==> config.mk <==
export PLATFORM = sky130hd
export DESIGN_NAME = gate_sched_seq
export DESIGN_NICKNAME = d
export VERILOG_FILES = /design/src/rtl/gsq_pkg.sv /design/src/rtl/gsq_store.sv /design/src/rtl/gsq_bank.sv /design/src/rtl/gsq_walker.sv /design/src/rtl/gate_sched_seq.sv
export SDC_FILE = /design/constraint.sdc
export NUM_CORES = 2
export LEC_CHECK = 0
export BUFFER_PORTS_ARGS = -buffer_cell sky130_fd_sc_hd__buf_2
export CAP_MARGIN = 20
export CORE_MARGIN = 2
export CORE_UTILIZATION = 60
export CTS_CLUSTER_DIAMETER = 200
export CTS_CLUSTER_SIZE = 40
export DETAILED_ROUTE_END_ITERATION = 10
export PLACE_DENSITY = 0.76
export SETUP_SLACK_MARGIN = 0.2
export SLEW_MARGIN = 10
export SYNTH_ARGS = -nofsm -noshare
export SYNTH_HDL_FRONTEND = slang
export SYNTH_SLANG_ARGS = --single-unit
==> constraint.sdc <==
create_clock -name clk -period 6.25 [get_ports clk]
set_input_delay 0.625 -clock clk [delete_from_list [all_inputs] [get_ports clk]]
set_output_delay 0.625 -clock clk [all_outputs]
set_load 0.02 [all_outputs]
==> src/rtl/gsq_pkg.sv <==
package gsq_pkg;
    localparam int PRIO_N     = 8;
    localparam int DUR_W      = 14;
    localparam int WORD_W     = DUR_W + PRIO_N;
    localparam int RAM_DEPTH  = 128;
    localparam int NBANK      = 2;
    localparam int HALF_DEPTH = RAM_DEPTH / NBANK;
    localparam int ADDR_W     = $clog2(RAM_DEPTH);
    localparam int PTR_W      = ADDR_W + 1;
    localparam int CNT_W      = PTR_W;

    typedef struct packed {
        logic [DUR_W-1:0]  dur;
        logic [PRIO_N-1:0] gates;
    } cmd_t;
endpackage

==> src/rtl/gsq_store.sv <==
module gsq_store
    import gsq_pkg::*;
(
    input  logic              clk,
    input  logic              rst_n,
    input  logic              wr_en,
    input  logic [ADDR_W-1:0] wr_addr,
    input  logic [WORD_W-1:0] wr_data,
    input  logic              cnt_en,
    input  logic              cnt_bank,
    input  logic [CNT_W-1:0]  cnt_val,
    input  logic [ADDR_W-1:0] rd_addr,
    output cmd_t              rd_cmd,
    output logic [CNT_W-1:0]  cnt0,
    output logic [CNT_W-1:0]  cnt1
);
    typedef struct packed {
        logic [NBANK-1:0][CNT_W-1:0] cnt;
    } st_t;

    logic [WORD_W-1:0] mem_q [RAM_DEPTH];
    st_t st_d, st_q;

    // command memory: plain write port, asynchronous read for the walker
    always_ff @(posedge clk) begin
        if (wr_en) mem_q[wr_addr] <= wr_data;
    end

    always_comb begin
        st_d = st_q;
        for (int b = 0; b < NBANK; b++) begin
            if (cnt_en && (int'(cnt_bank) == b)) st_d.cnt[b] = cnt_val;
        end
    end

    always_ff @(posedge clk) begin
        if (!rst_n) st_q <= '0;
        else        st_q <= st_d;
    end

    assign rd_cmd = cmd_t'(mem_q[rd_addr]);
    assign cnt0   = st_q.cnt[0];
    assign cnt1   = st_q.cnt[1];

    // count register only changes on a count write
    p_cnt_write_r8: assert property (@(posedge clk) disable iff (!rst_n)
        !cnt_en |=> $stable(st_q.cnt));
endmodule

==> src/rtl/gsq_bank.sv <==
module gsq_bank
    import gsq_pkg::*;
(
    input  logic clk,
    input  logic rst_n,
    input  logic single_mode,
    input  logic swap_req,
    input  logic cycle_start,
    output logic oper_now,
    output logic oper_q,
    output logic swap_flag
);
    typedef struct packed {
        logic oper;
        logic pend;
        logic flag;
    } st_t;

    st_t st_d, st_q;
    logic pend_now;
    logic do_swap;

    always_comb begin
        st_d     = st_q;
        pend_now = st_q.pend | (swap_req & ~single_mode);
        do_swap  = cycle_start & pend_now & ~single_mode;
        st_d.oper = st_q.oper ^ do_swap;
        st_d.pend = do_swap ? 1'b0 : pend_now;
        st_d.flag = do_swap;
    end

    always_ff @(posedge clk) begin
        if (!rst_n) st_q <= '0;
        else        st_q <= st_d;
    end

    assign oper_now  = st_d.oper;
    assign oper_q    = st_q.oper;
    assign swap_flag = st_q.flag;

    p_swap_at_start_r9: assert property (@(posedge clk) disable iff (!rst_n)
        !$stable(st_q.oper) |-> $past(cycle_start));
    p_flag_marks_swap_r9: assert property (@(posedge clk) disable iff (!rst_n)
        st_q.flag |-> (!$stable(st_q.oper) && $past(cycle_start)));
    p_single_no_swap_r10: assert property (@(posedge clk) disable iff (!rst_n)
        (single_mode && $past(single_mode)) |-> $stable(st_q.oper));
endmodule

==> src/rtl/gsq_walker.sv <==
module gsq_walker
    import gsq_pkg::*;
(
    input  logic              clk,
    input  logic              rst_n,
    input  logic              cycle_start,
    input  logic              single_mode,
    input  logic              bank_now,
    input  logic [CNT_W-1:0]  cnt0,
    input  logic [CNT_W-1:0]  cnt1,
    input  cmd_t              rd_cmd,
    output logic [ADDR_W-1:0] rd_addr,
    output logic [PRIO_N-1:0] gates
);
    typedef struct packed {
        logic [PTR_W-1:0]  ptr;
        logic [DUR_W-1:0]  left;
        logic [PRIO_N-1:0] gates;
        logic              active;
    } st_t;

    st_t st_d, st_q;
    logic [CNT_W-1:0] raw_cnt;
    logic [PTR_W-1:0] cap;
    logic [PTR_W-1:0] lim;
    logic [PTR_W-1:0] fetch_ptr;
    logic             need_fetch;

    always_comb begin
        raw_cnt = (single_mode || !bank_now) ? cnt0 : cnt1;
        cap     = single_mode ? PTR_W'(RAM_DEPTH) : PTR_W'(HALF_DEPTH);
        lim     = (PTR_W'(raw_cnt) > cap) ? cap : PTR_W'(raw_cnt);

        fetch_ptr  = cycle_start ? '0 : st_q.ptr;
        need_fetch = cycle_start || (st_q.active && (st_q.left <= DUR_W'(1)));

        if (single_mode) rd_addr = fetch_ptr[ADDR_W-1:0];
        else             rd_addr = {bank_now, fetch_ptr[ADDR_W-2:0]};

        st_d = st_q;
        if (need_fetch) begin
            if (fetch_ptr < lim) begin
                st_d.active = 1'b1;
                st_d.ptr    = fetch_ptr + PTR_W'(1);
                st_d.left   = rd_cmd.dur;
                if (rd_cmd.dur != '0) st_d.gates = rd_cmd.gates;
            end else begin
                st_d.active = 1'b0;
                st_d.left   = '0;
            end
        end else if (st_q.active) begin
            st_d.left = st_q.left - DUR_W'(1);
        end
    end

    always_ff @(posedge clk) begin
        if (!rst_n) begin
            st_q       <= '0;
            st_q.gates <= '1;
        end else begin
            st_q <= st_d;
        end
    end

    assign gates = st_q.gates;

    p_left_steps_r3: assert property (@(posedge clk) disable iff (!rst_n)
        (st_q.active && st_q.left > DUR_W'(1) && !cycle_start)
        |=> (st_q.left == $past(st_q.left) - DUR_W'(1)));
    p_mask_only_on_fetch_r3: assert property (@(posedge clk) disable iff (!rst_n)
        !$stable(st_q.gates) |-> ($past(cycle_start) || $past(st_q.left) <= DUR_W'(1)));
    p_idle_hold_r4: assert property (@(posedge clk) disable iff (!rst_n)
        (!st_q.active && !cycle_start) |=> $stable(st_q.gates));
    p_restart_r5: assert property (@(posedge clk) disable iff (!rst_n)
        cycle_start |=> (st_q.ptr <= PTR_W'(1)));
    p_ptr_bound_r8: assert property (@(posedge clk) disable iff (!rst_n)
        st_q.ptr <= PTR_W'(RAM_DEPTH));
endmodule

==> src/rtl/gate_sched_seq.sv <==
module gate_sched_seq
    import gsq_pkg::*;
(
    input  logic              clk,
    input  logic              rst_n,
    input  logic              cfg_enable,
    input  logic              cfg_single,
    input  logic              wr_en,
    input  logic [ADDR_W-1:0] wr_addr,
    input  logic [WORD_W-1:0] wr_data,
    input  logic              cnt_en,
    input  logic              cnt_bank,
    input  logic [CNT_W-1:0]  cnt_val,
    input  logic              swap_req,
    input  logic              cycle_start,
    output logic [PRIO_N-1:0] gate_mask,
    output logic              oper_bank,
    output logic              swap_done
);
    cmd_t              rd_cmd;
    logic [ADDR_W-1:0] rd_addr;
    logic [CNT_W-1:0]  cnt0, cnt1;
    logic              oper_now;
    logic [PRIO_N-1:0] sched_gates;

    gsq_store u_store (
        .clk(clk), .rst_n(rst_n),
        .wr_en(wr_en), .wr_addr(wr_addr), .wr_data(wr_data),
        .cnt_en(cnt_en), .cnt_bank(cnt_bank), .cnt_val(cnt_val),
        .rd_addr(rd_addr), .rd_cmd(rd_cmd), .cnt0(cnt0), .cnt1(cnt1)
    );

    gsq_bank u_bank (
        .clk(clk), .rst_n(rst_n), .single_mode(cfg_single),
        .swap_req(swap_req), .cycle_start(cycle_start),
        .oper_now(oper_now), .oper_q(oper_bank), .swap_flag(swap_done)
    );

    gsq_walker u_walk (
        .clk(clk), .rst_n(rst_n), .cycle_start(cycle_start),
        .single_mode(cfg_single), .bank_now(oper_now),
        .cnt0(cnt0), .cnt1(cnt1), .rd_cmd(rd_cmd),
        .rd_addr(rd_addr), .gates(sched_gates)
    );

    assign gate_mask = cfg_enable ? sched_gates : '1;
endmodule

==> reports/qor.yml <==
dr_wl_met2_um: 148400
slowest_stage: "dfxtp_4"
detail-route-antenna-nets: 0
worstSetupPathType: "flop to flop"
cts_max_level: 3
firstDrtPassIters: 7
required_ns: 6.98
ys_seq_area_share_pct: 74.83
clock_path_buffers: 3
stdcell_area_um2: 120300
post_cts_buffers: 0
cp_cell_sequence: "nand2b_4 > inv_16 > buf_4 > mux4_2 > a21o_1 > a21oi_1 > o22ai_1 > a211oi_1 > and4_4 > a31oi_4 > mux2_4"
cp.arrival_ns: 5.88
ys_warn_count: 0
skew_ns: 0.05950
io_buffers: 55
cts_hold_buf: 0
setup_viol: 0
io_pins: 56
cts_tree: "built"
synth.largest_area_cell: "edfxtp_1"
cts-resized-gates: 0
die-area_um2: 194100
ir_drop_uv: 282.1
area_delta_synth_final_pct: 5.225
track_usage_pct: 33.13
synth_area_per_cell_um2: 16.90
route.met3.wl_um: 42190
slew_headroom_pct: 16.29
ys_ff_latch: 2866
drt_wl_total_um: 327300
drtIter0Drc: 11230
rows: 160
synth_enable_flop_cells: 2816
worstPathMaxFanout: 125
synth_area_um2: 114300
die_y_um: 440.6
worst_hold_slack_ns: 0.07612
final_nets: 6725
cts_sinks: 2866
leakage_nw: 35.50
final_util_pct: 63.40
max_stage_delay_ns: 0.89
numCtsBuffers: 81
yosys_most_used_dff: "edfxtp_1"
crit_family: "compound AO/OA/AOI/OAI gates"
met1_length_um: 114500
grt_pass1_wl_um: 458900
status: "completed"
antenna_found_initial: 12
yosys-top-cells-area: "edfxtp_1 (74%), mux2i_1 (3.6%), mux4_2 (3.0%)"
slew_viol_final: 0
hp-class: "primary input to flop"
grt_max_degree: 128
fin_crit_sh_pct: 82.40
worst_slew_pin_slew_ns: 1.256
top_layer: "met5"
layout_min_cycle_time_ns: 5.150
insertion_delay_ns: 0.82
place_area_um2: 118100
grt_pass1_vias: 63080
syn_nets: 6825
setup_slack_ns: 1.100
core_area_um2: 189800
hold_viol: 0
worst_setup_path_start_kind: "flop"
setup-tns-final_ns: 0
clockRootBuffer: "clkbuf_16"
ys_types: 98
dp_worst_setup_slack_ns: 0.9086
synth-async-reset-ratio_pct: 0
synthCells: 6766
cp-end-kind: "flop"
synth_top_area_share_pct: 73.95
die_x_um: 440.6
rsz0062_at_grt: "false"
cap_violations: 0
post-dp-hpwl_um: 191500
vias: 67230
drc: 0
cp_num_buf_inv: 2
gr-total-overflow: 0
p_per_area_nw_per_um2: 274.1
drive_above_1_share_pct: 13.56
initial_core_util_pct: 60.25
cts.reportedPaths.clkPinSlew_ns: 0.15
routabilityCongestion: 0.9836
fillers: 12920
wl_per_cell_um: 35.54
routed_via_density: 7.300
fmax_mhz: 194.2
## Yosys cell counts (28+ instances only)
cell and instances:
mux2i_1 415, buf_2 175, a221oi_1 107, nand2_1 312, edfxtp_1 2816, dfxtp_1 50, clkbuf_1 172, buf_1 28
a211oi_1 185, o221ai_1 209, nor2b_1 84, o22ai_1 126, o21ai_0 266, buf_6 53, nand2b_1 37, a22oi_1 149
nand3_1 117, o211ai_1 87, nor2_1 272, mux4_2 154, buf_4 55, mux2_2 151, a21oi_1 295
## final timing paths
check,startpoint,depth (start not counted),slack (ns),endpoint
worst min register to register,u_store.cnt0[7]$_SDFFE_PN0P_,2,0.47,u_store.cnt0[7]$_SDFFE_PN0P_
worst max-delay path,u_walk.st_q[23]$_SDFFE_PN0P_,11,1.10,u_walk.gates[7]$_SDFFE_PN1P_
worst min-delay path,cnt_val[1],3,0.08,u_store.cnt0[1]$_SDFFE_PN0P_
worst max register to register,u_walk.st_q[23]$_SDFFE_PN0P_,11,1.10,u_walk.gates[7]$_SDFFE_PN1P_
## kinds of logic after synthesis
group,Yosys count,synth area share [%]
AO/OA/AOI/OAI,1672,10.18
adder cells (fa/ha/maj),13,0.1422
XOR/XNOR,8,0.06127
flip-flops,2866,74.83
AND/OR/NAND/NOR,951,3.877
multiplexers,744,8.442
buffers and inverters,512,2.476
## cell type report
type | instances | area, um^2 | area share [%]
flip-flops and latches | 2866 | 85570 | 71.12
multi-input cells | 3388 | 26670 | 22.17
well taps | 2511 | 3142 | 2.611
repair buffers | 307 | 2560 | 2.128
clock buffers | 101 | 2187 | 1.818
inverters | 22 | 126.4 | 0.1050
clock inverters | 3 | 33.78 | 0.02808
diodes | 12 | 30.03 | 0.02496
## state kept, by name, indices dropped and copies added, names as in the netlist
| signal | count |
|---|---|
| u_walk.st_q | 23 |
| u_store.mem_q | 2816 |
| u_bank.st_q | 1 |
| u_walk.gates | 8 |
| u_store.cnt1 | 8 |
| u_bank.oper_q | 1 |
| u_store.cnt0 | 8 |
| u_bank.swap_flag | 1 |
## per-stage QoR
stage | total power [mW] | std cells
after global placement | 25.40 | 9091
after floorplan | 24.06 | 6766
final | 32.98 | 9210
after CTS | 32.83 | 9197
after global routing | 33.64 | 9202
after detailed placement | 25.48 | 9093
## report_power, final
part / total, mW / internal, mW / switching, mW
Combinational: 3.87 / 1.26 / 2.62
Sequential: 21.3 / 21.2 / 0.111
Clock: 7.82 / 2.53 / 5.29
## layer usage
metal | vias to the layer above | track usage, %
met2 | 5202 | 49.85
met3 | 965 | 8.011
met1 | 33970 | 44.73
li1 | 27090 | -
met4 | 4 | 18.78
met5 | - | 0
## cell usage in the layout (no fill, tap or decap), drive strengths merged, types with 12 or more instances in the layout
cell type,n
a211oi,185
a21oi,298
a221o,26
a221oi,114
a22o,24
a22oi,149
a31oi,22
buf,307
clkbuf,101
dfxtp,50
diode,12
edfxtp,2816
ha,13
inv,25
mux2,175
mux2i,415
mux4,154
nand2,313
nand2b,39
nand3,117
nand3b,13
nand4,15
nor2,273
nor2b,84
nor3,28
o211ai,87
o21ai,290
o221ai,209
o22a,26
o22ai,126
o311ai,19
o31ai,12
## tightest hold or removal path: stages
cell     delay, ns
buf_2         0.11
nand2_1       0.05
a21oi_1       0.05
No activity file was read; power rests on OpenSTA's default activity.
